[src/rtl/sd_cmd_engine.sv]
module sd_cmd_engine #(
  parameter int RESP_TIMEOUT = 64
) (
  input  logic         clk,
  input  logic         rst_n,
  input  logic         arg_wr,
  input  logic [31:0]  arg_wdata,
  input  logic         cmd_wr,
  input  logic [1:0]   cmd_be,
  input  logic [15:0]  cmd_wdata,
  input  logic         sts_wr,
  input  logic [31:0]  sts_wdata,
  input  logic [3:0]   err_en,
  input  logic         data_done,
  input  logic         cmd_in,
  output logic         cmd_out,
  output logic         cmd_oe,
  input  logic [3:0]   dat_in,
  output logic [31:0]  present_state,
  output logic [31:0]  int_status,
  output logic [127:0] resp
);

  localparam int TW = (RESP_TIMEOUT > 1) ? $clog2(RESP_TIMEOUT) : 1;
  localparam logic [TW-1:0] T_LAST = TW'(RESP_TIMEOUT - 1);

  typedef enum logic [2:0] {S_IDLE, S_TX, S_WAIT, S_RX, S_CHK} state_t;

  state_t         st;
  logic [7:0]     cnt;
  logic [TW-1:0]  wcnt;
  logic [47:0]    tx_sr;
  logic [135:0]   rx_sr;
  logic [31:0]    arg_q;
  logic [5:0]     idx_q;
  logic [7:0]     lo_q;
  logic           inh_cmd, inh_dat, busy_wait, cc, xc;
  logic [3:0]     err;

  function automatic logic [6:0] crc7(input logic [135:0] d, input int n);
    logic [6:0] c;
    logic fb;
    c = '0;
    for (int i = 135; i >= 0; i--) begin
      if (i < n) begin
        fb = d[i] ^ c[6];
        c = {c[5:0], 1'b0};
        if (fb) c = c ^ 7'h09;
      end
    end
    return c;
  endfunction

  wire [7:0]  lo_new  = cmd_be[0] ? cmd_wdata[7:0] : lo_q;
  wire        issue   = cmd_wr && cmd_be[1] && !inh_cmd;
  wire [39:0] head    = {2'b01, cmd_wdata[13:8], arg_q};
  wire [6:0]  tx_crc  = crc7({96'b0, head}, 40);
  wire [1:0]  rt      = lo_q[1:0];
  wire        is_long = (rt == 2'b01);
  wire [7:0]  rx_last = is_long ? 8'd135 : 8'd47;
  wire [6:0]  rx_crc  = is_long ? crc7({16'b0, rx_sr[127:8]}, 120)
                                : crc7({96'b0, rx_sr[47:8]}, 40);
  wire        crc_bad = lo_q[3] && (rx_crc != rx_sr[7:1]);
  wire        idx_bad = lo_q[4] && !is_long && (rx_sr[45:40] != idx_q);
  wire        end_bad = !rx_sr[0];

  logic unused_bits;
  assign unused_bits = ^{cmd_wdata[15:14], sts_wdata[31:20], sts_wdata[15:2],
                         rx_sr[135:128], lo_q[7:6], lo_q[2]};

  assign cmd_oe        = (st == S_TX);
  assign cmd_out       = cmd_oe ? tx_sr[47] : 1'b1;
  assign present_state = {8'b0, dat_in, 18'b0, inh_dat, inh_cmd};
  assign int_status    = {12'b0, err, |(err & err_en), 13'b0, xc, cc};

  always_ff @(posedge clk) begin
    if (!rst_n) begin
      st <= S_IDLE; cnt <= '0; wcnt <= '0; tx_sr <= '1; rx_sr <= '0;
      arg_q <= '0; idx_q <= '0; lo_q <= '0; resp <= '0;
      inh_cmd <= 1'b0; inh_dat <= 1'b0; busy_wait <= 1'b0;
      cc <= 1'b0; xc <= 1'b0; err <= '0;
    end else begin
      if (arg_wr) arg_q <= arg_wdata;
      if (sts_wr) begin
        cc  <= cc & ~sts_wdata[0];
        xc  <= xc & ~sts_wdata[1];
        err <= err & ~sts_wdata[19:16];
      end
      if (busy_wait && dat_in[0]) begin
        busy_wait <= 1'b0;
        xc <= 1'b1;
        if (!lo_q[5]) inh_dat <= 1'b0;
      end
      if (data_done && !busy_wait) inh_dat <= 1'b0;

      case (st)
        S_TX: begin
          tx_sr <= {tx_sr[46:0], 1'b1};
          cnt   <= cnt + 8'd1;
          if (cnt == 8'd47) begin
            wcnt <= '0;
            if (rt == 2'b00) begin
              cc <= 1'b1; inh_cmd <= 1'b0; st <= S_IDLE;
            end else begin
              st <= S_WAIT;
            end
          end
        end
        S_WAIT: begin
          if (!cmd_in) begin
            rx_sr <= {rx_sr[134:0], cmd_in};
            cnt   <= 8'd1;
            st    <= S_RX;
          end else if (wcnt == T_LAST) begin
            err[0] <= 1'b1; cc <= 1'b1; inh_cmd <= 1'b0;
            if (!lo_q[5]) inh_dat <= 1'b0;
            st <= S_IDLE;
          end else begin
            wcnt <= wcnt + 1'b1;
          end
        end
        S_RX: begin
          rx_sr <= {rx_sr[134:0], cmd_in};
          cnt   <= cnt + 8'd1;
          if (cnt == rx_last) st <= S_CHK;
        end
        S_CHK: begin
          cc <= 1'b1;
          inh_cmd <= 1'b0;
          if (crc_bad) err[1] <= 1'b1;
          if (end_bad) err[2] <= 1'b1;
          if (idx_bad) err[3] <= 1'b1;
          if (is_long) resp <= {8'b0, rx_sr[127:8]};
          else         resp[31:0] <= rx_sr[39:8];
          if (rt == 2'b11) busy_wait <= 1'b1;
          st <= S_IDLE;
        end
        default: ;
      endcase

      if (issue) begin
        idx_q   <= cmd_wdata[13:8];
        lo_q    <= lo_new;
        tx_sr   <= {head, tx_crc, 1'b1};
        cnt     <= '0;
        inh_cmd <= 1'b1;
        st      <= S_TX;
        if (lo_new[5] || lo_new[1:0] == 2'b11) inh_dat <= 1'b1;
      end else if (cmd_wr && cmd_be[0] && !inh_cmd) begin
        lo_q <= cmd_wdata[7:0];
      end
    end
  end

  AST_OE_HOLDS_INHIBIT: assert property (@(posedge clk) disable iff (!rst_n)
    cmd_oe |-> present_state[0]);
  AST_FRAME_LEN: assert property (@(posedge clk) disable iff (!rst_n)
    cmd_oe |-> (cnt <= 8'd47));
  AST_START_ONLY_WHEN_FREE: assert property (@(posedge clk) disable iff (!rst_n)
    $rose(cmd_oe) |-> $past(cmd_wr && cmd_be[1] && !present_state[0]));
  AST_CHECK_COMPLETES: assert property (@(posedge clk) disable iff (!rst_n)
    (st == S_CHK) |=> int_status[0]);
  AST_TIMEOUT_FREES_CMD: assert property (@(posedge clk) disable iff (!rst_n)
    $rose(int_status[16]) |-> !present_state[0]);
  AST_BUSY_HOLDS_DAT: assert property (@(posedge clk) disable iff (!rst_n)
    busy_wait |-> present_state[1]);

endmodule

[config.mk]
export PLATFORM = sky130hd
export DESIGN_NAME = sd_cmd_engine
export DESIGN_NICKNAME = d
export VERILOG_FILES = /design/src/rtl/sd_cmd_engine.sv
export SDC_FILE = /design/constraint.sdc
export NUM_CORES = 1
export LEC_CHECK = 0
export BUFFER_PORTS_ARGS = -buffer_cell sky130_fd_sc_hd__buf_4
export CORE_ASPECT_RATIO = 1.2
export CORE_MARGIN = 2
export CORE_UTILIZATION = 25
export CTS_BUF_LIST = sky130_fd_sc_hd__clkbuf_16
export DETAILED_ROUTE_END_ITERATION = 8
export GPL_TIMING_DRIVEN = 0
export MAX_ROUTING_LAYER = met4
export PLACE_DENSITY_LB_ADDON = 0.05
export SLEW_MARGIN = 30
export SYNTH_ARGS = -nofsm -noshare
export SYNTH_HDL_FRONTEND = slang
export SYNTH_SLANG_ARGS = --single-unit
export TNS_END_PERCENT = 20
[constraint.sdc]
create_clock -name clk -period 6.9 [get_ports clk]
set_input_delay 1.035 -clock clk [delete_from_list [all_inputs] [get_ports clk]]
set_output_delay 1.035 -clock clk [all_outputs]
set_load 0.03 [all_outputs]
==> implementation parameters <==
Parameter                              Value

Power
  Leakage    9.29 nW
  Combinational share of power    a little over an eighth
  Total net switching power    1.41 mW
  Internal portion of total power    3.79 mW
  Switching portion of total power    27.1%
  Share of power burned in registers    about 42%
  Worst IR Drop VDD    ~0.15 mV
  Power density over the cells    roughly 220 nW/um^2
  Relative contribution of the clock network to total power    ~45%

Yosys
  Portion of netlist area occupied by mux cells    1.81%
  Synthesized-area fraction occupied by adder cells    less than 1%
  Parity-gate share of the synthesized area counting xor and xnor cells    a little under a quarter
  Warnings from Yosys    0
  Mapped Area    between 15000 and 20000 um^2
  Largest cells by area after synthesis    dfxtp_1, nand2_1, a21boi_0
  Compound-gate portion of the synthesized area    13.6%
  Gate Count Post-Synth    approximately 2200
  Unique masters post-synth    52
  Number of enable flip-flop cells after synthesis    0
  Top-area cell type share of the netlist area    about two fifths
  Seq/Total Area, Yosys    between 30% and 40%
  Count of state elements after synthesis    364
  Average cell area after synthesis    8.72 um^2
  Async S/R FF share, synth    0%
  Library cell with the largest summed area after synthesis    dfxtp_1
  Combinational family with the most area after synthesis    XOR/XNOR gates
  Prevailing post-synth register cell    dfxtp_1
  Fraction of the mapped netlist area in simple logic gates    17.8%

Drt
  Final routed wire length divided by cell count    17.1 um
  Starting DRC count in detailed routing    693
  Vias per cell    roughly 4.2
  Detailed-route DRC error count    0
  First-pass DRT Iterations    5
  Via count of the routed design    around 15000
  Sum of routed wire length over all layers    roughly 60000 um
  Antenna-violating nets left    0

Clock network
  Number of gates given a new drive strength after cts    0
  Hold buffers post-CTS    0
  Number of buffers inserted by post-CTS setup repair    0
  Worst skew pair latency    about 590 ps
  Clock tree from TritonCTS    done
  Sinks on Clock Net    364
  CTS Buffer Depth    3
  Number of buffers added by the clock tree synthesis step    45
  Maximum level of the CTS H-tree    2
  Clock root buffer    clkbuf_16
  Clk slew on worst S/H paths    roughly 60 ps

STA
  Final setup violation count    0
  Post-route setup TNS    0 ps
  Final worst hold slack    approximately 460 ps
  Unrepaired setup endpoints after global routing    no
  Crit share post-route    ~89%
  Final worst clock skew    between 20 and 30 ps
  Worst Max-Slew Pin Slew    between 900 and 1000 ps
  Number of hold-slack violations in the final timing report    0
  Worst relative slew slack    between 30% and 40%
  Final max-slew violation count    0
  Minimum clock period after layout    between 6000 and 7000 ps
  Upper clock frequency limit    163 MHz

Critical path
  Library cell contributing the largest single delay on the critical path    xnor3_2
  Type of origin of the critical path    flop
  Depth of the most critical reg-to-reg path    15
  Worst Path Class, Setup    reg2reg
  Crit path cell chain    xnor3_2, xnor3_2, xnor2_1, xnor3_2, xor2_4, xnor3_1, xnor3_2, xnor3_2, xnor3_2, xnor3_1, xnor3_1, xor2_1, nor2_1, o31ai_1, a41oi_1
  Buffers plus inverters on the worst setup path    0
  Most used cell along the critical path    xnor3_2
  Dominant delay contributor by cell family on the critical path    XOR/XNOR gates
  CP endpoint kind    flop
  Largest fanout of any net on the critical path    5
  Total stage count of the critical path    15
  Data arrival time of the critical path    around 6500 ps
  Req. time, crit path    approximately 7300 ps
  Delay of the slowest cell on the worst path    about 520 ps

Placement
  Final HPWL DP    45700 um
  Number of buffers added on ports    194
  Post-detailed-placement cell area    approximately 22000 um^2
  GP Congestion    roughly 0.77

Cells and area
  Layout Cell Area excl Fill    23200 um^2
  Synth-to-Final Area Change    23.3%
  Filler Cell Count    roughly 8000
  Commonest non-fill, non-tap cells in the layout    nand2_1, dfxtp_1, a21boi_0, buf_4, xnor2_1
  Fraction of final layout cells sized beyond drive strength 1    between 10% and 20%
  Final-stage net count    ~2600
  Area of the multi-input gates    10800 um^2
  Antenna diode instance count    0
  Most common library cell in the layout ignoring fill and taps    nand2_1
  Register cell area after layout    7290 um^2

GRT
  Vias in the first global route    roughly 15000
  Wire length of the first global-routing pass    between 90000 and 100000 um
  Overall routing resource usage    15.9%
  Antenna violations before repair    1
  Maximum number of pins on one net before global-route repair    13
  Congestion Overflow GR    0

Die
  Width of the die    approximately 250 um
  Number of placement rows    110
  I/O Pins    about 290
  Initial cell density of the core    ~25%
  Area of the die    77500 um^2
  CORE AREA    74700 um^2
  Die span in y    between 300 and 400 um

Status
  Result of the run    finished clean

Run
  Number of violations of the max-capacitance limit    0

Worst hold path
  Hold path cells    2
  Tightest Hold Check Type    reg2reg
-- layout make-up --
class / instances / area share [%]
plain buffers: 199 / 4.34
flip-flops and latches: 364 / 31.4
inverters: 6 / 0.0970
multi-input cells: 1649 / 46.3
clock buffers: 46 / 4.96
well taps: 1008 / 5.43
repair buffers: 195 / 6.34
clock inverters: 37 / 1.13
-- logic make-up (layout without fill, tap and decap cells) --
| family | Yosys count | after routing |
|---|---|---|
| AOI/OAI and AO/OA | 366 | 366 |
| muxes | 34 | 34 |
| and+or+nand+nor | 826 | 826 |
| other | 1 | 59 |
| DFF | 364 | 364 |
| xor gates and xnor gates | 362 | 362 |
| adders and majority gates | 2 | 2 |
| buffers and inverters | 205 | 483 |
-- registers in the layout (all words and copies together) (netlist names) --
name,cells
resp,120
arg_q,32
rx_sr,128
xc,1
cc,1
inh_cmd,1
tx_sr,47
idx_q,6
wcnt,6
inh_dat,1
st,3
busy_wait,1
cnt,8
lo_q,5
err,4
-- Yosys cell counts (all sizes together) (5+ instances only) --
master	count
a211oi	5
a21boi	263
a21oi	29
buf	81
clkbuf	118
dfxtp	364
inv	6
mux2i	33
nand2	671
nand2b	7
nand3	55
nor2	28
nor2b	39
nor3	9
o21ai	50
xnor2	211
xnor3	61
xor2	83
xor3	7
-- stage by stage --
| stage | instances | utilization (%) | worst slack (ps) | power, mW |
|---|---|---|---|---|
| 2_1_floorplan | 2218 | - | 1620 | 2.77 |
| 3_3_place_gp | 3420 | 29.1 | 745 | 2.93 |
| 3_5_place_dp | 3421 | 29.2 | 764 | 2.94 |
| 4_1_cts | 3504 | 31.1 | 711 | 5.30 |
| 5_1_grt | 3504 | 31.1 | 462 | 5.45 |
| 6_report | 3504 | 31.1 | 768 | 5.20 |
-- per-layer routing --
metal / up-vias / part of all wire (%) / track usage [%]
met3: 70 / 4.4 / 2.86
met4: 0 / 1.9 / 3.52
met1: 6935 / 44 / 19.4
li1: 7512 / - / -
met2: 280 / 49 / 27.1
met5: - / 0 / -
-- power groups by stage --
stage	logic (mW)	registers, mW	clock network, mW
floorplan	0.548	2.23	0
global placement	0.696	2.24	0
detailed placement	0.698	2.24	0
CTS	0.702	2.19	2.41
global route	0.764	2.20	2.48
finish	0.688	2.19	2.32
-- path summary, 6_finish.rpt --
kind | to | start | slack (ps)
hold / removal | resp[81] | resp[81] | 460
setup reg to reg | err[1] | rx_sr[119] | 770
setup / recovery | err[1] | rx_sr[119] | 770
hold reg to reg | resp[81] | resp[81] | 460
-- worst register-to-register path, delay by kind of cell, from the launching register on --
family / cells / cell delay [ps]
xor+xnor: 12 / 4860
flops: 1 / 470
compound gates: 2 / 550
simple gates: 1 / 60
Note: power is estimated with default switching activity, not from simulation.
